$ cat src/rtl/pstat_pkg.sv
package pstat_pkg;

    localparam int unsigned BYTE_W   = 8;
    // bits 5 and 6 of the byte (MSB numbered 1) sit at indices 3 and 2
    localparam int unsigned CODE_LSB = 2;
    localparam int unsigned CODE_W   = 2;

    localparam logic [CODE_W-1:0] CODE_F01 = 2'b01;
    localparam logic [CODE_W-1:0] CODE_F10 = 2'b10;

    typedef struct packed {
        logic [BYTE_W-1:0] val;
        logic [BYTE_W-1:0] msk;
        logic              f01;
        logic              f10;
    } ctl_state_t;

    typedef struct packed {
        logic [BYTE_W-1:0] byte_v;
        logic              upd;
    } out_state_t;

endpackage

$ cat src/rtl/pstat_ctl_regs.sv
module pstat_ctl_regs
    import pstat_pkg::*;
#(
    parameter int unsigned W = BYTE_W
) (
    input  logic         clk,
    input  logic         rst_n,
    input  logic         ctl_wr,
    input  logic [W-1:0] ctl_byte,
    input  logic [W-1:0] ctl_mask,
    input  logic         frc_wr,
    input  logic         frc01_wd,
    input  logic         frc10_wd,
    output logic [W-1:0] ovr_val,
    output logic [W-1:0] ovr_msk,
    output logic         frc01,
    output logic         frc10
);

    ctl_state_t st_d, st_q;

    always_comb begin
        st_d = st_q;
        if (ctl_wr) begin
            st_d.msk = ctl_mask;
            st_d.val = ctl_byte & ctl_mask;
        end
        if (frc_wr) begin
            st_d.f01 = frc01_wd;
            st_d.f10 = frc10_wd;
        end
    end

    always_ff @(posedge clk or negedge rst_n) begin
        if (!rst_n) begin
            st_q <= '0;
        end else begin
            st_q <= st_d;
        end
    end

    assign ovr_val = st_q.val;
    assign ovr_msk = st_q.msk;
    assign frc01   = st_q.f01;
    assign frc10   = st_q.f10;

endmodule

$ cat src/rtl/pstat_merge.sv
module pstat_merge
    import pstat_pkg::*;
#(
    parameter int unsigned W    = BYTE_W,
    parameter int unsigned CLSB = CODE_LSB,
    parameter int unsigned CW   = CODE_W
) (
    input  logic [W-1:0] norm_byte,
    input  logic [W-1:0] ovr_val,
    input  logic [W-1:0] ovr_msk,
    input  logic         frc01,
    input  logic         frc10,
    output logic [W-1:0] merged
);

    localparam int unsigned CMSB = CLSB + CW - 1;

    logic [W-1:0]  base;
    logic [CW-1:0] code;
    logic          frc_any;

    // per-bit choice between controller and normal source
    for (genvar i = 0; i < W; i++) begin : g_bit
        assign base[i] = ovr_msk[i] ? ovr_val[i] : norm_byte[i];
    end

    always_comb begin
        frc_any = frc01 | frc10;
        if (frc01) begin
            code = CODE_F01;
        end else if (frc10) begin
            code = CODE_F10;
        end else begin
            code = base[CMSB:CLSB];
        end
    end

    for (genvar i = 0; i < W; i++) begin : g_out
        if (i >= CLSB && i <= CMSB) begin : g_code
            assign merged[i] = frc_any ? code[i-CLSB] : base[i];
        end else begin : g_pass
            assign merged[i] = base[i];
        end
    end

endmodule

$ cat src/rtl/pstat_byte_builder.sv
module pstat_byte_builder
    import pstat_pkg::*;
(
    input  logic        clk,
    input  logic        rst_n,
    input  logic        frame_slot,
    input  logic [7:0]  norm_byte,
    input  logic        ctl_wr,
    input  logic [7:0]  ctl_byte,
    input  logic [7:0]  ctl_mask,
    input  logic        frc_wr,
    input  logic        frc01_wd,
    input  logic        frc10_wd,
    output logic [7:0]  g1_out,
    output logic        g1_upd
);

    logic [BYTE_W-1:0] ovr_val;
    logic [BYTE_W-1:0] ovr_msk;
    logic              frc01;
    logic              frc10;
    logic [BYTE_W-1:0] merged;

    pstat_ctl_regs #(.W(BYTE_W)) i_regs (
        .clk      (clk),
        .rst_n    (rst_n),
        .ctl_wr   (ctl_wr),
        .ctl_byte (ctl_byte),
        .ctl_mask (ctl_mask),
        .frc_wr   (frc_wr),
        .frc01_wd (frc01_wd),
        .frc10_wd (frc10_wd),
        .ovr_val  (ovr_val),
        .ovr_msk  (ovr_msk),
        .frc01    (frc01),
        .frc10    (frc10)
    );

    pstat_merge #(.W(BYTE_W), .CLSB(CODE_LSB), .CW(CODE_W)) i_merge (
        .norm_byte (norm_byte),
        .ovr_val   (ovr_val),
        .ovr_msk   (ovr_msk),
        .frc01     (frc01),
        .frc10     (frc10),
        .merged    (merged)
    );

    out_state_t out_d, out_q;

    always_comb begin
        out_d     = out_q;
        out_d.upd = 1'b0;
        if (frame_slot) begin
            out_d.byte_v = merged;
            out_d.upd    = 1'b1;
        end
    end

    always_ff @(posedge clk or negedge rst_n) begin
        if (!rst_n) begin
            out_q <= '0;
        end else begin
            out_q <= out_d;
        end
    end

    assign g1_out = out_q.byte_v;
    assign g1_upd = out_q.upd;

endmodule

$ cat config.mk
export PLATFORM = sky130hd
export DESIGN_NAME = pstat_byte_builder
export DESIGN_NICKNAME = d
export VERILOG_FILES = /design/src/rtl/pstat_pkg.sv /design/src/rtl/pstat_ctl_regs.sv /design/src/rtl/pstat_merge.sv /design/src/rtl/pstat_byte_builder.sv
export SDC_FILE = /design/constraint.sdc
export NUM_CORES = 1
export LEC_CHECK = 0
export BUFFER_PORTS_ARGS = -buffer_cell sky130_fd_sc_hd__buf_2
export CORE_MARGIN = 1
export CORE_UTILIZATION = 40
export CTS_CLUSTER_DIAMETER = 200
export DETAILED_ROUTE_END_ITERATION = 8
export GPL_ROUTABILITY_DRIVEN = 1
export GPL_TIMING_DRIVEN = 0
export PLACE_DENSITY = 0.75
export SYNTH_ARGS = -nofsm -noshare
export SYNTH_HDL_FRONTEND = slang
export SYNTH_SLANG_ARGS = --single-unit
$ cat constraint.sdc
create_clock -name clk -period 1.4 [get_ports clk]
set_input_delay 0.42 -clock clk [delete_from_list [all_inputs] [get_ports clk]]
set_output_delay 0.42 -clock clk [all_outputs]
set_load 0.01 [all_outputs]
# Word level (Yosys, flattened, before mapping)
# Index checks and enable logic that the tools add are counted.
[word_totals]
register_bits = 27
out_inout_bits = 9
word_cells = 21
[op_classes]
n_mux = 13
n_bitwise = 2
[ops]
columns = ["op", "count"]
rows = [
  ["$mux W1", 11],
  ["$and A8 B8 Y8", 1],
  ["$mux W2", 2],
  ["$or A1 B1 Y1", 1],
]

# Longest topological paths before layout
[logic_depth]
ltp_word = 4
depth_mapped = 4
mapped_depth_nobuf = 2

# By module
# A second synthesis with hierarchy kept.
[unflattened]
cells_unflattened = 84
hier_area_um2 = 1198.6
[modules_own_cells]
columns = ["mod", "n_inst", "cells_per_inst", "area_each_um2"]
rows = [
  ["pstat_ctl_regs", 1, 55, 715.7],
  ["pstat_byte_builder", 1, 18, 356.6],
  ["pstat_merge", 1, 11, 126.4],
]

# Worst setup path after synthesis
# Ideal clock, no wire load.
[synth_timing]
path_type = "input port to flip-flop"
start = "in ctl_wr"
end = "reg i_regs.st_q, in the netlist i_regs.ovr_msk[4]"
arrival_time_ps = 940
t_required_ps = 1275
slack_ps = 335
path_stages = 3
n_path_buf = 2
cell_sequence = "buf_6 -> buf_12 -> mux2_4"
[synth_lines]
columns = ["item", "line_no", "source"]
rows = [
  ["start: declaration", "pstat_byte_builder.sv:8", "input logic ctl_wr,"],
  ["end signal: assignment", "pstat_ctl_regs.sv:38", "st_q <= st_d;"],
  ["end: declaration", "pstat_ctl_regs.sv:20", "ctl_state_t st_d, st_q;"],
]
# No word-level cell between the ends.

# Worst setup path in the final report
[layout_timing]
start = "reg out_q, in the netlist g1_out[0]"
end = "out g1_out[0]"
[layout_lines]
columns = ["item", "line_no", "source"]
rows = [
  ["start: declaration", "pstat_byte_builder.sv:48", "out_state_t out_d, out_q;"],
  ["start signal: assignment", "pstat_byte_builder.sv:63", "out_q <= out_d;"],
  ["end: declaration", "pstat_byte_builder.sv:14", "output logic [7:0] g1_out,"],
]
# No word-level cell between the ends.

==> key figures <==
Outcome
  • Status: complete, no violations

Global route
  • Gr ovfl total: 0
  • First-pass GRT wire length: 3.305 mm
  • Met3 Use GR: 0.02459
  • Met2 usage: 0.2751
  • Largest net degree at the start of global routing: 28
  • Met1 Usage GRT: 0.1940
  • GR peak layer: met2
  • Initial antenna violation count: 0
  • Number of global-route vias before repair: a little under 800
  • GRT Total Usage: 0.1594

STA
  • Crit path time final: roughly 1.3 ns
  • Crit share post-route: 0.9294
  • Final Hold Vio Count: 0
  • RSZ-0062 raised after global routing: false
  • Final setup fails: 0
  • Setup TNS: 0 ns
  • Relative slew slack: 0.6190
  • Fmax: 768.6 MHz
  • Pin slew with the least headroom to its limit: roughly 0.57 ns
  • Max-slew violations: 0
  • Setup Skew: 0.007767 ns

Clock network
  • CTS resizes: 0
  • Cts bufs inserted: 3
  • Clock root cell: clkbuf_4
  • CTS tree: built
  • Clk buf depth: 2
  • Worst-skew pair later-pin latency: 0.32 ns
  • Hold buffer count at CTS: 0
  • CTS clk-pin slew, worst paths: 0.14 ns
  • Post-CTS setup buffers: 0
  • Num Clock Sinks: 27
  • CTS H-tree lvls: 1

Worst setup path
  • Top delay family on crit path: flip-flops
  • R2r endpoint: g1_out[3]
  • Worst R2R Setup Slack: 0.31 ns
  • CP Class: flop to output pin
  • Worst reg2reg path depth: 2
  • Crit-path slowest cell: dfrtp_1
  • Critical Path RT: 0.98 ns
  • Buffers & Inverters on Critical Path: 1
  • CP Cell Sequence: buf_2
  • CP peak stage delay: 0.42 ns
  • RR Startpoint: i_regs.ovr_msk[3]
  • Max FO, Critical Path: 2
  • Critical path startpoint category: flop
  • CP Capture Type: output pin
  • Arrival time at the worst endpoint: 0.88 ns

Placement
  • Placement-stage cell area: 0.001353 mm^2
  • GPL Wtd Cong: 0.6658
  • Input/output buffers: 38
  • Post-DP HPWL: about 1.6 mm

Finish
  • Layout cells sized above 1: 0.4167
  • Ant diodes: 0
  • Most frequent cells in the layout: buf_2 (38), dfrtp_1 (27), inv_1 (9)
  • Final instance area: 0.001379 mm^2
  • Most common cell after layout, fill and taps aside: buf_2
  • Final nets: about 160
  • P&R area growth vs syn: 22.58%

Floorplanning
  • Starting Density: 0.4381
  • Die span in y: 55.03 um
  • Width of the die: 55.03 um
  • Die ar.: a little over 0.003 mm^2
  • Core box area: 0.002567 mm^2
  • Row count: 18
  • I/O pins: 40

Drt
  • DR vias: ~810
  • Drt wl/cell: 12.77 um
  • Post-DRT Antenna Nets: 0
  • Initial DRC Count: 3
  • Final wirelength: 2.069 mm
  • Vias per cell: 5.012
  • Drc violations: 0
  • Number of detailed-route iterations in the first pass: 4

Synth
  • YS warnings: 0
  • Synth unique cells: 18
  • Syn avg cell area: 12.50 um^2
  • Net Count, Synth: 121
  • Mapped Area: 0.001125 mm^2
  • Sequential share of the synthesized area: 0.6007
  • Syn Inst Count: 90
  • #FFs+latches synth: 27

Hold path
  • Hold WC Path Type: primary input to async pin

Power
  • Leakage: 0.6914 nW
  • Peak supply drop: 668.3 uV
  • Pwr Density: 1074 mW/mm^2

Run
  • Maxcap violations: 0
==> synthesized netlist by cell type <==
master | number | area [um^2]
o221a_1 | 1 | 11.26
mux2_2 | 6 | 67.56
buf_6 | 1 | 11.26
o221ai_1 | 1 | 8.760
o21ai_0 | 8 | 40.04
buf_12 | 1 | 20.02
nand3_1 | 8 | 40.04
mux2_1 | 1 | 11.26
nand2b_1 | 1 | 6.260
dfrtp_1 | 27 | 675.7
nand2_1 | 1 | 3.750
nor2_1 | 6 | 22.52
inv_1 | 9 | 33.78
mux2i_1 | 7 | 70.07
mux2_4 | 4 | 60.06
buf_4 | 1 | 7.510
a21oi_1 | 6 | 30.03
clkbuf_2 | 1 | 5.000
==> registers in the layout, indices dropped and copies added (netlist names) <==
register        cells
i_regs.ovr_msk      8
g1_upd              1
i_regs.frc01        1
g1_out              8
i_regs.ovr_val      8
i_regs.frc10        1
==> routing by layer <==
layer  part of all wire  vias up
met4              0.014        0
met5                  0        -
li1                   -      394
met2               0.51       21
met1               0.43      391
met3              0.042        6
==> where the power goes <==
| group | switching (W) | internal, W | total (W) |
|---|---|---|---|
| clock | 0.000210 | 0.000111 | 0.000322 |
| sequential | 0.0000445 | 0.000859 | 0.000903 |
| combinational | 0.000118 | 0.000138 | 0.000256 |
==> per-stage QoR <==
stage,hold WS [ns],setup slack (ns),util,std cells,power [W]
global route,0.1076,0.06009,0.5370,162,0.001558
detailed placement,0.4499,0.2202,0.5268,158,0.001178
CTS,0.09436,0.09544,0.5370,162,0.001498
finish,0.07856,0.09890,0.5370,162,0.001481
global placement,0.4401,0.2511,0.5268,158,0.001166
floorplan,0.1244,0.3352,-,90,0.001055
==> cells by family (layout without fill, tap and decap cells) <==
kind of cell | count (synthesis) | count (layout) | share of synthesized area
compound gates | 16 | 16 | 0.08009
buf+inv | 13 | 55 | 0.06896
flops | 27 | 27 | 0.6007
mux | 18 | 18 | 0.1858
simple gates | 16 | 16 | 0.06452
==> worst max path at each step <==
stage,start,end,slack (ns),cells past startpoint
finish,g1_out[0],g1_out[0],0.1,1
global route,g1_out[0],g1_out[0],0.06,1
CTS,g1_out[0],g1_out[0],0.1,1
detailed placement,norm_byte[3],g1_out[3],0.22,3
global placement,norm_byte[3],g1_out[3],0.25,3
floorplan,ctl_wr,i_regs.ovr_msk[4],0.34,3
==> final cells by class <==
class | instances | area, um^2
Fill cell | 250 | 1189
Sequential cell | 27 | 675.6
Inverter | 9 | 33.78
Multi-Input combinational cell | 50 | 371.6
Tap cell | 30 | 37.54
Timing Repair Buffer | 38 | 190.2
Buffer | 4 | 43.79
Clock buffer | 4 | 26.28
(Power assumes the default switching activity.)
